==> src/rtl/lp_pkg.sv <==
package lp_pkg;
  typedef logic [1:0] hw_mask_t;
  localparam hw_mask_t HW_BOTH = 2'b11;

  function automatic logic is_wide(input logic [1:0] lo);
    return lo == 2'b11;
  endfunction
endpackage

==> src/rtl/lp_entry.sv <==
module lp_entry #(
  parameter int AW     = 32,
  parameter bit ENABLE = 1'b1
) (
  input  logic          clk,
  input  logic          rst_n,
  input  logic          wr_en,
  input  logic [AW-1:0] wr_src,
  input  logic [AW-1:0] wr_tgt,
  input  logic          inval,
  output logic          valid_q,
  output logic [AW-1:0] src_q,
  output logic [AW-1:0] tgt_q
);
  generate
    if (ENABLE) begin : g_on
      always_ff @(posedge clk or negedge rst_n) begin
        if (!rst_n) begin
          valid_q <= 1'b0;
          src_q   <= '0;
          tgt_q   <= '0;
        end else if (wr_en) begin
          valid_q <= 1'b1;
          src_q   <= wr_src;
          tgt_q   <= wr_tgt;
        end else if (inval) begin
          valid_q <= 1'b0;
        end
      end

      p_store_r2: assert property (@(posedge clk) disable iff (!rst_n)
        wr_en |=> valid_q && src_q == $past(wr_src) && tgt_q == $past(wr_tgt));
      p_drop_r3: assert property (@(posedge clk) disable iff (!rst_n)
        inval && !wr_en |=> !valid_q);
      p_write_wins_r4: assert property (@(posedge clk) disable iff (!rst_n)
        wr_en && inval |=> valid_q);
    end else begin : g_off
      always_comb begin
        valid_q = 1'b0;
        src_q   = '0;
        tgt_q   = '0;
      end
    end
  endgenerate
endmodule

==> src/rtl/lp_fetch.sv <==
module lp_fetch
  import lp_pkg::*;
#(
  parameter int AW = 32
) (
  input  logic          clk,
  input  logic          rst_n,
  input  logic [AW-1:0] fetch_addr,
  input  logic          accept,
  input  logic          valid_q,
  input  logic [AW-1:0] src_q,
  input  logic [AW-1:0] tgt_q,
  output logic          hit,
  output logic [AW-1:0] next_addr,
  output logic          tag_q,
  output hw_mask_t      mask_q
);
  logic lo_skip_q;
  logic unused_bits;

  assign unused_bits = ^{src_q[0], tgt_q[0]};
  assign hit = valid_q && (fetch_addr[AW-1:2] == src_q[AW-1:2]);
  assign next_addr = hit ? {tgt_q[AW-1:2], 2'b00} : fetch_addr + AW'(4);

  always_ff @(posedge clk or negedge rst_n) begin
    if (!rst_n) begin
      tag_q     <= 1'b0;
      mask_q    <= HW_BOTH;
      lo_skip_q <= 1'b0;
    end else if (accept) begin
      tag_q     <= hit;
      mask_q    <= {!(hit && !src_q[1]), !lo_skip_q};
      lo_skip_q <= hit && tgt_q[1];
    end
  end

  p_hold_r6: assert property (@(posedge clk) disable iff (!rst_n)
    !accept |=> $stable(tag_q) && $stable(mask_q));
  p_upper_only_tagged_r6: assert property (@(posedge clk) disable iff (!rst_n)
    !tag_q |-> mask_q[1]);
endmodule

==> src/rtl/lp_resolve.sv <==
module lp_resolve
  import lp_pkg::*;
#(
  parameter int AW     = 32,
  parameter bit ENABLE = 1'b1
) (
  input  logic [AW-1:0] pc,
  input  logic [1:0]    instr_lo,
  input  logic [1:0]    hw_tag,
  input  logic [AW-1:0] imm,
  input  logic          cmp_raw,
  output logic          was_pred,
  output logic          taken,
  output logic [AW-1:0] offs,
  output logic [AW-1:0] target,
  output logic [AW-1:0] last_hw_addr
);
  logic          wide;
  logic [AW-1:0] sum;

  assign wide         = is_wide(instr_lo);
  assign was_pred     = ENABLE && (wide ? hw_tag[1] : hw_tag[0]);
  assign taken        = cmp_raw ^ was_pred;
  assign offs         = was_pred ? (wide ? AW'(4) : AW'(2)) : imm;
  assign sum          = pc + offs;
  assign target       = {sum[AW-1:1], 1'b0};
  assign last_hw_addr = pc + (wide ? AW'(2) : AW'(0));
endmodule

==> src/rtl/loop_predictor.sv <==
module loop_predictor
  import lp_pkg::*;
#(
  parameter int AW     = 32,
  parameter bit ENABLE = 1'b1
) (
  input  logic          clk,
  input  logic          rst_n,
  input  logic [AW-1:0] fetch_addr,
  input  logic          fetch_valid,
  input  logic          fetch_ready,
  output logic          fetch_hit,
  output logic [AW-1:0] next_fetch_addr,
  output logic          word_pred_tag,
  output logic [1:0]    word_hw_valid,
  input  logic          ex_valid,
  input  logic [AW-1:0] ex_pc,
  input  logic [1:0]    ex_instr_lo,
  input  logic [1:0]    ex_hw_tag,
  input  logic [AW-1:0] ex_imm,
  input  logic          ex_cmp_raw,
  input  logic          fence_i,
  input  logic          trap_valid,
  input  logic          trap_ready,
  output logic          ex_taken,
  output logic [AW-1:0] ex_offset,
  output logic [AW-1:0] ex_target
);
  logic          was_pred;
  logic [AW-1:0] last_hw;
  logic          wr_en;
  logic          inval;
  logic          valid_q;
  logic [AW-1:0] src_q;
  logic [AW-1:0] tgt_q;
  hw_mask_t      mask_q;

  lp_resolve #(.AW(AW), .ENABLE(ENABLE)) u_resolve (
    .pc(ex_pc), .instr_lo(ex_instr_lo), .hw_tag(ex_hw_tag), .imm(ex_imm),
    .cmp_raw(ex_cmp_raw), .was_pred(was_pred), .taken(ex_taken),
    .offs(ex_offset), .target(ex_target), .last_hw_addr(last_hw)
  );

  // Learn only unpredicted taken backward branches; drop on recovery events.
  assign wr_en = ex_valid && ex_taken && ex_imm[AW-1] && !was_pred;
  assign inval = fence_i || (trap_valid && trap_ready) || (ex_valid && was_pred && ex_taken);

  lp_entry #(.AW(AW), .ENABLE(ENABLE)) u_entry (
    .clk(clk), .rst_n(rst_n), .wr_en(wr_en), .wr_src(last_hw), .wr_tgt(ex_target),
    .inval(inval), .valid_q(valid_q), .src_q(src_q), .tgt_q(tgt_q)
  );

  lp_fetch #(.AW(AW)) u_fetch (
    .clk(clk), .rst_n(rst_n), .fetch_addr(fetch_addr),
    .accept(fetch_valid && fetch_ready), .valid_q(valid_q), .src_q(src_q),
    .tgt_q(tgt_q), .hit(fetch_hit), .next_addr(next_fetch_addr),
    .tag_q(word_pred_tag), .mask_q(mask_q)
  );
  assign word_hw_valid = mask_q;

  p_pred_offs_r8: assert property (@(posedge clk) disable iff (!rst_n)
    was_pred |-> (ex_offset == AW'(2) || ex_offset == AW'(4)));
  p_pred_no_learn_r9: assert property (@(posedge clk) disable iff (!rst_n)
    ex_valid && was_pred && !fence_i |=> !fetch_hit || $stable(next_fetch_addr) || !$stable(fetch_addr));
endmodule

==> config.mk <==
export PLATFORM = sky130hd
export DESIGN_NAME = loop_predictor
export DESIGN_NICKNAME = d
export VERILOG_FILES = /design/src/rtl/lp_pkg.sv /design/src/rtl/lp_entry.sv /design/src/rtl/lp_fetch.sv /design/src/rtl/lp_resolve.sv /design/src/rtl/loop_predictor.sv
export SDC_FILE = /design/constraint.sdc
export NUM_CORES = 1
export LEC_CHECK = 0
export BUFFER_PORTS_ARGS = -buffer_cell sky130_fd_sc_hd__buf_2
export CAP_MARGIN = 25
export CORE_UTILIZATION = 45
export DETAILED_ROUTE_END_ITERATION = 12
export PLACE_DENSITY_LB_ADDON = 0.12
export SLEW_MARGIN = 20
export SYNTH_ARGS = -nofsm -noshare
export SYNTH_HDL_FRONTEND = slang
export SYNTH_SLANG_ARGS = --single-unit
==> constraint.sdc <==
create_clock -name clk -period 3.4 [get_ports clk]
set_clock_uncertainty 0.2 [all_clocks]
set_input_delay 0.51 -clock clk [delete_from_list [all_inputs] [get_ports clk]]
set_output_delay 0.51 -clock clk [all_outputs]
set_load 0.03 [all_outputs]
Word-level counts from Yosys, hierarchy flattened
Cells that the tools add are included.
{ "totals": {"regBits": 68, "wordCells": 36, "inputBits": 109, "out_inout_bits": 101} }
{ "op_classes": {"add_sub_neg": 3, "reduce_logical": 17, "mux": 7, "n_bitwise": 1, "n_eq_ne": 2} }
{ "ops": {"columns": ["operator", "n"], "rows": [
  ["two-way mux 32 bit", 2],
  ["adder 32 x 2 -> 32 bit", 1],
  ["adder 32 x 3 -> 32 bit (second input constant)", 1],
  ["adder 32 bit", 1],
  ["equality test 30 bit", 1],
  ["logical AND 1 bit", 10],
  ["logical NOT 1 bit", 4],
  ["two-way mux 1 bit", 3],
  ["two-way mux 3 bit", 1],
  ["equality test 2 bit (second input constant)", 1],
  ["logical OR 1 bit", 2],
  ["two-way mux 2 bit", 1],
  ["nonzero test 2 bit", 1],
  ["bitwise XOR 1 bit", 1]
]} }

Logic depth before layout (Yosys ltp)
{ "depth": {"depth_word": 7, "ltp_mapped": 14, "mapped_depth_nobuf": 12} }

Modules after synthesis
A second synthesis with hierarchy kept.
{ "hier_totals": {"hier_cells": 673, "hier_area_um2": 6673.9} }
{ "by_module_without_submodules": {"columns": ["mod", "area_each_um2", "seq_area_each_um2", "cells_per_inst", "n_inst"], "rows": [
  ["lp_entry", 2615.0, 1626.6, 138, 1],
  ["lp_resolve", 2413.6, 0.0, 349, 1],
  ["lp_fetch", 1615.3, 102.6, 181, 1],
  ["loop_predictor", 30.0, 0.0, 5, 1]
]} }

Least setup slack after synthesis
Ideal clock, no wire load.
{ "synth_path": {"path_type": "input to output", "from": "input ex_hw_tag[1]", "to": "output ex_target[29]", "setup_slack_ps": -878, "stages": 14, "arrival_time_ps": 3568, "n_path_buf": 3, "required_ps": 2690, "cell_sequence": "and3_4 > nor2_1 > clkbuf_1 > clkbuf_1 > and2_1 > ha_1 > nand2_1 > nor4_4 > o2111ai_1 > and3_1 > buf_6 > o21bai_1 > a21boi_0 > xnor2_1"} }
{ "synth_via": {"elab_chain_cells": 3} }
{ "synth_rtl": {"columns": ["element", "line_no", "rtl"], "rows": [
  ["from (decl)", "loop_predictor.sv:19", "input logic [1:0] ex_hw_tag,"],
  ["two-way mux 1 bit", "lp_resolve.sv:22", "assign was_pred = ENABLE && (wide ? hw_tag[1] : hw_tag[0]);"],
  ["two-way mux 32 bit", "lp_resolve.sv:24", "assign offs = was_pred ? (wide ? AW'(4) : AW'(2)) : imm;"],
  ["net ex_offset[4]", "loop_predictor.sv:26", "output logic [AW-1:0] ex_offset,"],
  ["adder 32 bit", "lp_resolve.sv:25", "assign sum = pc + offs;"],
  ["to (decl)", "loop_predictor.sv:27", "output logic [AW-1:0] ex_target"]
]} }
The timed path passes the listed nets, and every way through them passes these cells.

Final worst setup path
{ "layout_path": {"from": "input ex_instr_lo[0]", "to": "output ex_target[24]"} }
{ "layout_via": {"elab_chain_cells": 4, "elab_cells_between_ends": 5, "classes_between": "1 x add/sub; 1 x eq/ne; 3 x mux"} }
{ "layout_rtl": {"columns": ["element", "line_no", "rtl"], "rows": [
  ["from (decl)", "loop_predictor.sv:18", "input logic [1:0] ex_instr_lo,"],
  ["equality test 2 bit *", "lp_pkg.sv:6", "return lo == 2'b11;"],
  ["two-way mux 1 bit / two-way mux 3 bit (equally long branches)", "lp_resolve.sv:22, lp_resolve.sv:24", null],
  ["two-way mux 32 bit *", "lp_resolve.sv:24", null],
  ["adder 32 bit *", "lp_resolve.sv:25", null]
]} }
Mark *: on every way between the ends. The rest lies on a longest branch, timed or not.

==> impl_results.md <==
* Cell variety after synth at 59
* Leak at 4.599 nW
* Clock Sinks at 67
* Syn nets at 937
* Slew @ Worst Pin at 0.7767 ns
* WS Path Type: input pin to primary output
* Maximum vdd ir drop at 0.2234 mV
* First-pass GRT wire length at 36,250 um
* I/O pin total at 210
* Antenna violations before repair at 0
* Pwr/cell area at 425.0 nW/um2
* Status: finished with violations
* Final net count at 1,297
* Slew Viols, Final at 0
* Critical Path AT at 3.13 ns
* WP data required at 2.69 ns
* Hold Path Class: input pin to asynchronous set/reset pin
* Top_reg_cell synth: dfrtp_1
* Vias per cell at 5.452
* Buffers added on ports at 208
* Post-route cell area at 10,340 um2
* Vias in the first global route at 6,911
* Tcrit/Tclk final at 113.1%
* Crit end category: primary output
* Setup WS pre-CTS at -0.5274 ns
* Post-DRT Antenna Nets at 0
* Clock slew at reported path FFs at 0.06 ns
* Via count at 7,284
* Drt pass-1 iters at 5
* Synth async-reset ratio at 100.0%
* Syn Inst Count at 795
* Row count at 42
* DRC viols at 0
* Pin count of the biggest net entering global routing at 86
* Area after DPL at 9096 um2
* R2R setup slack at 1.14 ns
* Final WS setup at -0.4445 ns
* Total grt overflow at 0
* Max-cap viol count at 0
* CTS max path bufs at 2
* Post-synth EDFFs at 0
* Root buffer cell: clkbuf_16
* Startpoint class of the critical path: input pin
* Final setup fails at 25
* FMAX at 260.1 MHz
* Hold Buf Count CTS at 0
* N_diodes at 0
* Layout area overhead at 63.68%
* Minimum clock period at 3.845 ns
* Register bit total from synthesis at 67
* TritonCTS Buffers at 9
* Layout cells sized above 1 at 49.66%
* Initial core utilization at 46.94%
* Die H at 120.5 um
* Inst Count DP at 1,288
* Final WL at 23,640 um
* Rel. slew slack at 48.22%
* Fin Hold WS at 0.06849 ns
* CORE AREA at 13,450 um2
* RSZ-0062 raised after global routing: yes
* Chip width at 120.5 um
* Post-route setup TNS at -5.993 ns
* Average wire per standard cell at 17.69 um
* RD Place Congestion at 0.9787
* Critical Path Fanout Max at 4
* R2R depth at 6
* CTS HTree Levels at 3
* Synthesized area at 6315 um2
* Synth warn at 0
* Fin. Hold Viols at 0
* CTS tree: done
* Final Non-Filler Cells at 1,336
* Failing checks: setup timing
* GRT Overall Usage at 32.32%
* Register area share after synthesis at 26.59%
* Die footprint at 14,510 um2
* First-iteration detailed-routing DRC count at 440
* Post-detail-place hpwl at 18,550 um
* Syn avg cell area at 7.943 um2
* Worst-Skew Late Latency at 0.32 ns
==> through the flow <==
step	total power (W)	utilization [%]
2_1_floorplan	0.002284	-
3_3_place_gp	0.003041	67.62
3_5_place_dp	0.003074	67.62
4_1_cts	0.004251	74.58
5_1_grt	0.004587	76.83
6_report	0.004393	76.83
==> routing by layer <==
metal,track usage (%),part of all wire (%),vias to the layer above
li1,-,-,3531
met1,47.11,47,3460
met2,51.80,46,253
met3,2.217,5.0,40
met4,8.565,2.1,0
met5,0,0,-
==> layout by cell type, fill, tap and decap left out, types with 4 or more instances in the layout <==
master      netlist  routed
buf_2             9     179
buf_4             1     156
nand2_1         117     111
o21ai_0          80      69
dfrtp_1          65      65
xnor2_1          62      48
xor2_1           56      46
buf_6             1      45
nor2_1           51      42
nand3_1          31      30
mux2_2           30      30
nand4_1          28      28
a21oi_1          38      28
ha_4              0      22
inv_1            14      14
and2_4            0      14
xnor2_2           0      12
nor3_1           16      12
a21o_1           11      11
and2_2            0      10
and3_1           12      10
ha_1             32      10
and2_1           33       9
clkbuf_16         0       9
a21oi_2           0       8
o21ai_1           3       8
o21a_1            6       6
nor4_1            6       6
nor2_4            0       5
nand2_2           0       5
xor2_4            0       5
a21boi_2          1       5
xor2_2            0       5
nor2_2            0       4
nor3_2            0       4
o211ai_1          4       4
o21ai_2           0       4
a211oi_1          5       4
or3_1             5       4
clkinvlp_4        0       4
==> kinds of logic after synthesis <==
| logic type | count (synthesis) | share of synthesized area, % |
|---|---|---|
| adder cells (fa/ha/maj) | 33 | 6.657 |
| other | 1 | 0.05938 |
| flip-flops | 67 | 26.59 |
| AO/OA/AOI/OAI | 180 | 17.12 |
| XOR/XNOR | 118 | 16.37 |
| buffers and inverters | 49 | 3.289 |
| multiplexers | 30 | 5.350 |
| AND/OR/NAND/NOR | 317 | 24.57 |
==> sequential cells by signal, indices dropped and copies added (netlist names) <==
| register | flops |
|---|---|
| u_fetch.lo_skip_q | 1 |
| u_entry.tgt_q | 31 |
| u_entry.src_q | 31 |
| u_fetch.mask_q | 2 |
| u_fetch.tag_q | 1 |
| u_entry.valid_q | 1 |
==> worst max-delay path, stage by stage <==
cell and delay (ns):
buf_8 0.10, and3_4 0.18, nor2_4 0.20, buf_6 0.13
and2_4 0.15, ha_4 0.19, a21o_1 0.19, a21o_1 0.20
o211ai_1 0.37, nand4_1 0.17, buf_6 0.17, a41oi_2 0.20
xnor2_2 0.18, buf_6 0.18
==> final cells by class <==
| cell class | instances | area (um2) |
|---|---|---|
| inverter | 14 | 52.55 |
| fill | 1025 | 3117 |
| clock buffer | 10 | 239.0 |
| sequential | 67 | 1679 |
| multi-input combinational | 679 | 5431 |
| clock inverter | 6 | 65.06 |
| timing repair buffer | 384 | 2649 |
| tap | 176 | 220.2 |
==> final timing paths <==
| check | startpoint | end |
|---|---|---|
| max | ex_instr_lo[0] | ex_target[24] |
| min | rst_n | u_entry.valid_q |
| max reg2reg | u_entry.src_q[10] | u_fetch.mask_q[1] |
| min reg2reg | u_fetch.lo_skip_q | u_fetch.mask_q[0] |
| max in group asynchronous | rst_n | u_entry.tgt_q[24] |
| min in group clk | u_fetch.lo_skip_q | u_fetch.mask_q[0] |
==> cell usage after synthesis (11+ instances only) <==
master    number  area, um2
xor2_1        56      490.5
nor3_1        16      80.08
mux2_2        30      337.8
nor2_1        51      191.4
a21o_1        11      82.58
inv_1         14      52.55
ha_1          32      400.4
and2_1        33      206.5
clkbuf_1      20      75.07
nand4_1       28      175.2
nand2_1      117      439.2
and3_1        12      75.07
xnor2_1       62      543.0
a21oi_1       38      190.2
dfrtp_1       65       1627
nand3_1       31      155.2
o21ai_0       80      400.4
==> where the power goes <==
| group | leakage (nW) | total (W) | internal, W | switching (W) |
|---|---|---|---|---|
| clock | 0.137 | 0.000933 | 0.000586 | 0.000348 |
| sequential | 0.821 | 0.00122 | 0.00103 | 0.000189 |
| combinational | 3.64 | 0.00224 | 0.00107 | 0.00118 |
==> timing repair <==
item | in CTS | in global routing
setup endpoints to repair | 25 | 26
setup buffers | 17 | 16
pin swaps | 41 | 45
resized for setup | 120 | 41
Note: power is estimated with default switching activity, not from simulation.
